[src/rtl/intr_pkg.sv]
package intr_pkg;

  localparam int REG_W = 8;

  // source indices
  localparam int IDX_TICK  = 0;
  localparam int IDX_TIMER = 1;
  localparam int IDX_ALARM = 2;
  localparam int NUM_SRC   = 3;
  localparam int NUM_TIMED = 2;  // sources that honour pulse mode

  // flag positions inside the status register
  localparam int TICK_POS  = 5;
  localparam int TIMER_POS = 2;
  localparam int ALARM_POS = 3;

  localparam logic [REG_W-1:0] FLAG_MASK =
    REG_W'((1 << TICK_POS) | (1 << TIMER_POS) | (1 << ALARM_POS));
  localparam logic [REG_W-1:0] PLAIN_MASK = ~FLAG_MASK;

  // register addresses
  localparam int STAT_ADDR = 0;
  localparam int CFG_ADDR  = 1;

  // configuration register, packed to match bits 3:0
  localparam int CFG_USED = 4;
  typedef struct packed {
    logic pulse_mode;  // bit 3
    logic alarm_en;    // bit 2
    logic timer_en;    // bit 1
    logic tick_en;     // bit 0
  } cfg_t;

  function automatic int flag_pos(input int idx);
    case (idx)
      IDX_TICK:  return TICK_POS;
      IDX_TIMER: return TIMER_POS;
      default:   return ALARM_POS;
    endcase
  endfunction

endpackage

[src/rtl/intr_flag_cell.sv]
module intr_flag_cell (
  input  logic clk,
  input  logic rst_n,
  input  logic set_i,     // event strobe
  input  logic wr_hit_i,  // status register write this cycle
  input  logic wbit_i,    // written value of this flag bit
  output logic flag_o
);
  logic keep;

  // AND-on-write; the event term has priority over any clearing write
  always_comb keep = flag_o & (~wr_hit_i | wbit_i);

  always_ff @(posedge clk or negedge rst_n) begin
    if (!rst_n) flag_o <= 1'b0;
    else        flag_o <= set_i | keep;
  end
endmodule

[src/rtl/intr_pulse_stretch.sv]
module intr_pulse_stretch #(
  parameter int PULSE_CYCLES = 4
) (
  input  logic clk,
  input  logic rst_n,
  input  logic trig_i,
  output logic active_o
);
  localparam int CNT_W = $clog2(PULSE_CYCLES + 1);
  localparam logic [CNT_W-1:0] LOAD = CNT_W'(PULSE_CYCLES);

  logic [CNT_W-1:0] cnt_q;

  always_ff @(posedge clk or negedge rst_n) begin
    if (!rst_n)              cnt_q <= '0;
    else if (trig_i)         cnt_q <= LOAD;
    else if (cnt_q != '0)    cnt_q <= cnt_q - 1'b1;
  end

  assign active_o = (cnt_q != '0);
endmodule

[src/rtl/intr_reg_bank.sv]
module intr_reg_bank
  import intr_pkg::*;
#(
  parameter int ADDR_W = 2
) (
  input  logic              clk,
  input  logic              rst_n,
  input  logic [ADDR_W-1:0] addr_i,
  input  logic              wr_i,
  input  logic [REG_W-1:0]  wdata_i,
  input  logic [NUM_SRC-1:0] flags_i,
  output logic              stat_wr_o,
  output cfg_t              cfg_o,
  output logic [REG_W-1:0]  rdata_o
);
  logic             cfg_wr;
  logic [REG_W-1:0] plain_q;
  logic [REG_W-1:0] flag_vec;

  assign stat_wr_o = wr_i && (addr_i == ADDR_W'(STAT_ADDR));
  assign cfg_wr    = wr_i && (addr_i == ADDR_W'(CFG_ADDR));

  always_ff @(posedge clk or negedge rst_n) begin
    if (!rst_n) begin
      plain_q <= '0;
      cfg_o   <= '0;
    end else begin
      if (stat_wr_o) plain_q <= wdata_i & PLAIN_MASK;
      if (cfg_wr)    cfg_o   <= cfg_t'(wdata_i[CFG_USED-1:0]);
    end
  end

  always_comb begin
    flag_vec = '0;
    for (int i = 0; i < NUM_SRC; i++) flag_vec[flag_pos(i)] = flags_i[i];
  end

  always_comb begin
    if (addr_i == ADDR_W'(STAT_ADDR))      rdata_o = plain_q | flag_vec;
    else if (addr_i == ADDR_W'(CFG_ADDR))  rdata_o = {{(REG_W-CFG_USED){1'b0}}, cfg_o};
    else                                   rdata_o = '0;
  end
endmodule

[src/rtl/intr_irq_merge.sv]
module intr_irq_merge
  import intr_pkg::*;
(
  input  cfg_t                 cfg_i,
  input  logic [NUM_SRC-1:0]   flags_i,
  input  logic [NUM_TIMED-1:0] pulse_i,
  output logic                 irq_n_o
);
  logic [NUM_SRC-1:0] en;
  logic [NUM_SRC-1:0] req;

  assign en[IDX_TICK]  = cfg_i.tick_en;
  assign en[IDX_TIMER] = cfg_i.timer_en;
  assign en[IDX_ALARM] = cfg_i.alarm_en;

  for (genvar i = 0; i < NUM_SRC; i++) begin : g_req
    if (i < NUM_TIMED) begin : g_timed
      assign req[i] = en[i] & (cfg_i.pulse_mode ? pulse_i[i] : flags_i[i]);
    end else begin : g_level
      assign req[i] = en[i] & flags_i[i];
    end
  end

  assign irq_n_o = ~|req;
endmodule

[src/rtl/intr_flag_ctrl.sv]
module intr_flag_ctrl
  import intr_pkg::*;
#(
  parameter int ADDR_W       = 2,
  parameter int PULSE_CYCLES = 4
) (
  input  logic              clk,
  input  logic              rst_n,
  input  logic              ev_tick,
  input  logic              ev_timer,
  input  logic              ev_alarm,
  input  logic [ADDR_W-1:0] reg_addr,
  input  logic              reg_wr,
  input  logic [REG_W-1:0]  reg_wdata,
  output logic [REG_W-1:0]  reg_rdata,
  output logic              irq_n
);
  logic [NUM_SRC-1:0]   ev;
  logic [NUM_SRC-1:0]   flag_q;
  logic [NUM_TIMED-1:0] pulse_act;
  logic                 stat_wr;
  cfg_t                 cfg_q;

  assign ev[IDX_TICK]  = ev_tick;
  assign ev[IDX_TIMER] = ev_timer;
  assign ev[IDX_ALARM] = ev_alarm;

  intr_reg_bank #(.ADDR_W(ADDR_W)) u_bank (
    .clk      (clk),
    .rst_n    (rst_n),
    .addr_i   (reg_addr),
    .wr_i     (reg_wr),
    .wdata_i  (reg_wdata),
    .flags_i  (flag_q),
    .stat_wr_o(stat_wr),
    .cfg_o    (cfg_q),
    .rdata_o  (reg_rdata)
  );

  for (genvar i = 0; i < NUM_SRC; i++) begin : g_flag
    intr_flag_cell u_cell (
      .clk     (clk),
      .rst_n   (rst_n),
      .set_i   (ev[i]),
      .wr_hit_i(stat_wr),
      .wbit_i  (reg_wdata[flag_pos(i)]),
      .flag_o  (flag_q[i])
    );
  end

  for (genvar i = 0; i < NUM_TIMED; i++) begin : g_pulse
    intr_pulse_stretch #(.PULSE_CYCLES(PULSE_CYCLES)) u_stretch (
      .clk     (clk),
      .rst_n   (rst_n),
      .trig_i  (ev[i]),
      .active_o(pulse_act[i])
    );
  end

  intr_irq_merge u_merge (
    .cfg_i  (cfg_q),
    .flags_i(flag_q),
    .pulse_i(pulse_act),
    .irq_n_o(irq_n)
  );
endmodule

[config.mk]
export PLATFORM = sky130hd
export DESIGN_NAME = intr_flag_ctrl
export DESIGN_NICKNAME = d
export VERILOG_FILES = /design/src/rtl/intr_pkg.sv /design/src/rtl/intr_flag_cell.sv /design/src/rtl/intr_pulse_stretch.sv /design/src/rtl/intr_reg_bank.sv /design/src/rtl/intr_irq_merge.sv /design/src/rtl/intr_flag_ctrl.sv
export SDC_FILE = /design/constraint.sdc
export NUM_CORES = 1
export LEC_CHECK = 0
export BUFFER_PORTS_ARGS = -buffer_cell sky130_fd_sc_hd__buf_2
export CAP_MARGIN = 0
export CORE_MARGIN = 1.5
export CORE_UTILIZATION = 54
export CTS_CLUSTER_DIAMETER = 120
export DETAILED_ROUTE_END_ITERATION = 7
export GPL_TIMING_DRIVEN = 0
export PLACE_DENSITY = 0.81
export SLEW_MARGIN = 20
export SYNTH_ARGS = -nofsm -noshare
export SYNTH_HDL_FRONTEND = slang
export SYNTH_HIERARCHICAL = 1
export SYNTH_SLANG_ARGS = --single-unit
[constraint.sdc]
create_clock -name clk -period 3.1 [get_ports clk]
set_input_delay 0.155 -clock clk [delete_from_list [all_inputs] [get_ports clk]]
set_output_delay 0.155 -clock clk [all_outputs]
set_load 0.05 [all_outputs]
==> qor.csv, run 1 <==
metric;value;unit
global-route wire length before repair;3080;um
via count;676;
critical path capture point type;output port;
final WL;1770;um
Clock transition at path regs;100;ps
total congestion overflow;0;
initial core utilization;0.604;
CP Cell Sequence;inv_1 -> ha_1 -> nand2b_4 -> mux2_1 -> a222oi_1 -> buf_2;
Clock Skew;1.34;ps
max_slew headroom;0.713;
Syn Inst Count;78;
sequential share of power;0.435;
final instance area;1130;um^2
Pleak;0.550;nW
Clk Latency, worst-skew pair;290;ps
core area;1580;um^2
Crit Path Class;register to output port;
initial antenna violation count;0;
Net Switching;0.263;mW
pin count of the biggest net entering global routing;19;
Critical Path Source Type;register;
max frequency;0.443;GHz
clock network fraction of design power;0.189;
Total Power;0.752;mW
Ant. Diodes;0;
CP max stage delay;400;ps
Req. time, crit path;2940;ps
Max H-tree Level;1;
die height;45.0;um
syn avg cell area;12.2;um^2
Crit-path slowest cell;dfrtp_1;
Sw Ratio;0.349;
CTS tree;done;
Yosys cell types;20;
Final HPWL DP;1410;um
routability cong.;0.744;
die area;2020;um^2
fin crit period;2260;ps
Total GRT Usage;0.217;
placed cell area;1090;um^2
drt wl/cell;14.5;um
CP Data Arrival Time;2100;ps
Post-route DRC;0;
TritonRoute pass-1 iters;4;
Layout Nets;127;
# rows;14;
CTS Buffer Depth;2;
Clock Sinks;18;
Final Setup Violations;0;
ratio of cells with drive above 1 in the final layout;0.406;
P_int;0.490;mW
Hold Crit Class;input pin to register;
CTS Buf Count;3;
final worst path period share;0.729;
die span in x;45.0;um
Layout Cells excl Fill;122;
Power Dens Cells;663;nW/um^2
IO Port Bufs;23;
Netlist Area Pre-Place;952;um^2
Max Cap Viol;0;
most common cell after layout, fill and taps aside;buf_2;
Worst-Margin Slew;430;ps
setup tns final;0;ps
Crit Path Max Fanout;3;
synth warn;6;
CTS root buf;clkbuf_4;
max-slew violations;0;
register area share after synthesis;0.473;
final-report hold violation count;0;
I/O pins;25;
Area Overhead vs Synth;19.1;%
placed cell count;117;
Detailed Route Iter0 Violations;13;
VDD IR max;503;uV
combinational share of power;0.376;
Yosys reg bits;18;
Syn Nets;98;
vias in the first global route;724;
most frequent cells in the layout;23 x buf_2, 18 x dfrtp_1, 12 x mux2_2, 9 x nor2_1;
RSZ-0062 raised after global routing;no;
post-route ant nets;0;
Post-CTS Resized;0;
DR vias/cell;5.54;
status;finished clean;
-- state kept, by name (all words and copies together) (netlist names) --
| name | cells |
|---|---|
| g_pulse.u_stretch/cnt_q | 6 |
| u_bank/plain_q | 5 |
| u_bank/cfg_o | 4 |
| g_flag.u_cell/flag_o | 3 |
-- cell usage after synthesis --
| master | instances | area (um^2) |
|---|---|---|
| a211o_1 | 2 | 17.5 |
| a211oi_1 | 2 | 15.0 |
| a21o_1 | 3 | 22.5 |
| a222oi_1 | 1 | 10.0 |
| and2_1 | 4 | 25.0 |
| and2b_1 | 2 | 15.0 |
| buf_6 | 1 | 11.3 |
| dfrtp_1 | 18 | 450 |
| ha_1 | 4 | 50.1 |
| inv_1 | 4 | 15.0 |
| mux2_1 | 1 | 11.3 |
| mux2_2 | 12 | 135 |
| mux2i_1 | 4 | 40.0 |
| nand2b_1 | 3 | 18.8 |
| nand2b_4 | 2 | 27.5 |
| nand3b_1 | 1 | 7.51 |
| nor2_1 | 9 | 33.8 |
| nor2b_1 | 2 | 12.5 |
| nor3b_1 | 2 | 15.0 |
| nor3b_4 | 1 | 18.8 |
-- final timing paths --
check	depth (start not counted)	slack, ps	from	endpoint
max	6	840	g_pulse[0].u_stretch/cnt_q[0]$_DFFE_PN0P_	irq_n
min	2	40	ev_alarm	g_flag[2].u_cell/flag_o$_DFF_PN0_
max reg2reg	4	1870	g_pulse[0].u_stretch/cnt_q[0]$_DFFE_PN0P_	g_pulse[0].u_stretch/cnt_q[0]$_DFFE_PN0P_
min reg2reg	1	510	u_bank/plain_q[4]$_DFFE_PN0P_	u_bank/plain_q[4]$_DFFE_PN0P_
max in group asynchronous	2	2510	rst_n	u_bank/plain_q[1]$_DFFE_PN0P_
min in group asynchronous	2	310	rst_n	g_pulse[0].u_stretch/cnt_q[2]$_DFFE_PN0P_
-- routing by layer --
| layer | share of wire | track usage | vias up |
|---|---|---|---|
| met3 | 0.038 | 0.0600 | 2 |
| met5 | 0 | 0 | - |
| met4 | 0.0057 | 0.0588 | 0 |
| met1 | 0.41 | 0.257 | 332 |
| met2 | 0.55 | 0.386 | 17 |
| li1 | - | - | 325 |
-- timing repair --
| action | CTS | global route |
|---|---|---|
| hold buffers | 1 | 0 |
| setup buffers | 0 | 0 |
| endpoints found under the hold margin | 18 | 0 |
-- cell type report --
| cell class | count | area, um^2 |
|---|---|---|
| Buffer | 1 | 11.3 |
| Clock buffer | 4 | 36.3 |
| Fill cell | 129 | 443 |
| Inverter | 4 | 15.0 |
| Multi-Input combinational cell | 55 | 475 |
| Sequential cell | 18 | 450 |
| Tap cell | 16 | 20.0 |
| Timing Repair Buffer | 24 | 125 |
-- metrics by stage --
stage | setup slack, ps | hold WS [ps] | utilization
2_1_floorplan | 641 | -141 | -
3_3_place_gp | 1260 | 105 | 0.690
3_5_place_dp | 1160 | 112 | 0.690
4_1_cts | 800 | 30.0 | 0.719
5_1_grt | 746 | 36.3 | 0.719
6_report | 841 | 42.8 | 0.719
-- critical path, delay by kind of cell, from the launching register on --
family	cells	cell delay, ps
DFF	1	400
and+or+nand+nor	1	80
muxes	1	310
AOI/OAI and AO/OA	1	350
buffers and inverters	2	430
adders and majority gates	1	240
-- power groups by stage --
stage               Combinational [mW]  Clock [mW]  Sequential, mW
finish                           0.283       0.142           0.327
global route                     0.311       0.158           0.336
CTS                              0.284       0.150           0.327
detailed placement               0.282           0           0.332
global placement                 0.264           0           0.326
floorplan                        0.222           0           0.320
-- logic make-up (layout without fill, tap and decap cells) --
logic type      Yosys count  in the layout  synth area share
compound gates            8              8            0.0683
fa+ha+maj                 4              4            0.0526
buf+inv                   5             33            0.0276
flops                    18             18             0.473
mux                      17             17             0.196
simple gates             26             26             0.183
Power figures use the tool's default switching activity.
==> run 2: changes to the inputs <==
--- a/config.mk
+++ b/config.mk
@@ -8,11 +8,11 @@
 export BUFFER_PORTS_ARGS = -buffer_cell sky130_fd_sc_hd__buf_2
 export CAP_MARGIN = 0
 export CORE_MARGIN = 1.5
-export CORE_UTILIZATION = 54
+export CORE_UTILIZATION = 50
 export CTS_CLUSTER_DIAMETER = 120
 export DETAILED_ROUTE_END_ITERATION = 7
 export GPL_TIMING_DRIVEN = 0
-export PLACE_DENSITY = 0.81
+export PLACE_DENSITY = 0.76
 export SLEW_MARGIN = 20
 export SYNTH_ARGS = -nofsm -noshare
 export SYNTH_HDL_FRONTEND = slang
==> constraint.sdc (replaced) <==
create_clock -name clk -period 2.3 [get_ports clk]
set_input_delay 0.115 -clock clk [delete_from_list [all_inputs] [get_ports clk]]
set_output_delay 0.115 -clock clk [all_outputs]
set_load 0.05 [all_outputs]
==> run 2 against run 1 <==
  * Global-route usage down 2.4 points
  * Hold slack worse by 17 ps
  * Combinational power grew 42%
  * First-iteration DRC count grew 7.7%
  * Clock power up 36%
  * Critical path type unchanged
==> qor.csv, run 2 (same netlist as run 1, synthesis figures left out) <==
metric;value;unit
status;finished clean;
Pleak;0.558;nW
worst reg2reg setup slack;1130;ps
Crit-path slowest cell;dfrtp_1;
max reg flops;6;
Top reg by flops;g_pulse.u_stretch/cnt_q;
pin count of the biggest net entering global routing;19;
ratio of cells with drive above 1 in the final layout;0.449;
die span in x;46.6;um
final worst path period share;0.869;
max_slew headroom;0.724;
routability cong.;0.706;
die area;2180;um^2
Hold Crit Class;input pin to register;
Layout Nets;128;
Power Dens Cells;884;nW/um^2
CTS Buf Count;3;
Worst-Margin Slew;413;ps
IO Port Bufs;23;
Req. time, crit path;2180;ps
RSZ-0062 raised after global routing;no;
Place WS;615;ps
CTS Buffer Depth;2;
register area;450;um^2
max-slew violations;0;
Clk Latency, worst-skew pair;290;ps
Crit path max-delay family;buffers and inverters;
final instance area;1170;um^2
Post-CTS Resized;0;
Crit Path Max Fanout;3;
initial antenna violation count;0;
# rows;15;
CP max stage delay;410;ps
Area Overhead vs Synth;23.3;%
most common cell after layout, fill and taps aside;buf_2;
CTS tree;done;
CTS root buf;clkbuf_4;
vias in the first global route;662;
setup tns final;0;ps
Crit path buffers/inverters;2;
Detailed Route Iter0 Violations;14;
DR vias/cell;5.14;
Max Cap Viol;0;
Crit Path Class;register to output port;
Fillers;157;
biggest regs;g_pulse.u_stretch/cnt_q: 6 flops, u_bank/plain_q: 5 flops, u_bank/cfg_o: 4 flops;
Multi-input gate area;494;um^2
global-route wire length before repair;2870;um
VDD IR max;501;uV
fin crit period;2000;ps
initial core utilization;0.540;
via count;678;
Final Setup Violations;0;
post-route ant nets;0;
critical path capture point type;output port;
post-CTS setup buffers;0;
Final HPWL DP;1340;um
I/O pins;25;
core area;1760;um^2
final-report hold violation count;0;
max frequency;0.500;GHz
Clock Skew;0.639;ps
final worst slack;302;ps
drt wl/cell;12.9;um
Total GRT Usage;0.193;
Ant. Diodes;0;
TritonRoute pass-1 iters;4;
hold_buf cts;2;
CP Data Arrival Time;1880;ps
Post-route DRC;0;
placed cell area;1120;um^2
Critical Path Source Type;register;
total congestion overflow;0;
CP Cell Sequence;inv_1 -> ha_2 -> nand2b_4 -> mux2_2 -> a222oi_1 -> buf_2;
Clock transition at path regs;100;ps
Clock Sinks;18;
die height;46.6;um
final WL;1710;um
most frequent cells in the layout;23 x buf_2, 18 x dfrtp_1, 12 x mux2_2, 9 x nor2_1;
Max H-tree Level;1;
[run 2: per-layer routing]
metal  routed length (um)  up-vias  track usage
met2                  803       21        0.306
met3                   97        5       0.0510
met5                    0        -            0
li1                     -      333            -
met4                   23        0       0.0667
met1                  785      319        0.256
[run 2: cell type report]
type / count / share of cell area
Multi-Input combinational cell: 55 / 0.421
Clock buffer: 4 / 0.0309
Sequential cell: 18 / 0.384
Tap cell: 25 / 0.0267
Timing Repair Buffer: 25 / 0.115
Inverter: 4 / 0.0128
Buffer: 1 / 0.00959
[run 2: path summary, 6_finish.rpt]
kind                                                           start                                         to  cells after the start
hold reg to reg                        u_bank/plain_q[7]$_DFFE_PN0P_              u_bank/plain_q[7]$_DFFE_PN0P_                      1
setup / recovery           g_pulse[1].u_stretch/cnt_q[0]$_DFFE_PN0P_                                      irq_n                      6
setup reg to reg           g_pulse[1].u_stretch/cnt_q[0]$_DFFE_PN0P_  g_pulse[1].u_stretch/cnt_q[0]$_DFFE_PN0P_                      4
min in group asynchronous                                      rst_n  g_pulse[1].u_stretch/cnt_q[2]$_DFFE_PN0P_                      2
hold / removal                                               ev_tick  g_pulse[0].u_stretch/cnt_q[1]$_DFFE_PN0P_                      2
max in group asynchronous                                      rst_n              u_bank/plain_q[7]$_DFFE_PN0P_                      2
[run 2: stage by stage]
stage / utilization / std cells / power (mW) / hold slack (ps)
2_1_floorplan: - / 78 / 0.757 / -181
3_3_place_gp: 0.633 / 126 / 0.823 / 67.7
3_5_place_dp: 0.633 / 126 / 0.855 / 62.7
4_1_cts: 0.665 / 132 / 1.05 / 18.1
5_1_grt: 0.665 / 132 / 1.11 / 29.4
6_report: 0.665 / 132 / 1.04 / 25.9
[run 2: report_power, final]
group / total, mW / leakage [nW] / switching [mW] / internal (mW)
registers: 0.442 / 0.206 / 0.0536 / 0.389
clock network: 0.193 / 0.0210 / 0.0963 / 0.0965
logic: 0.403 / 0.332 / 0.207 / 0.196
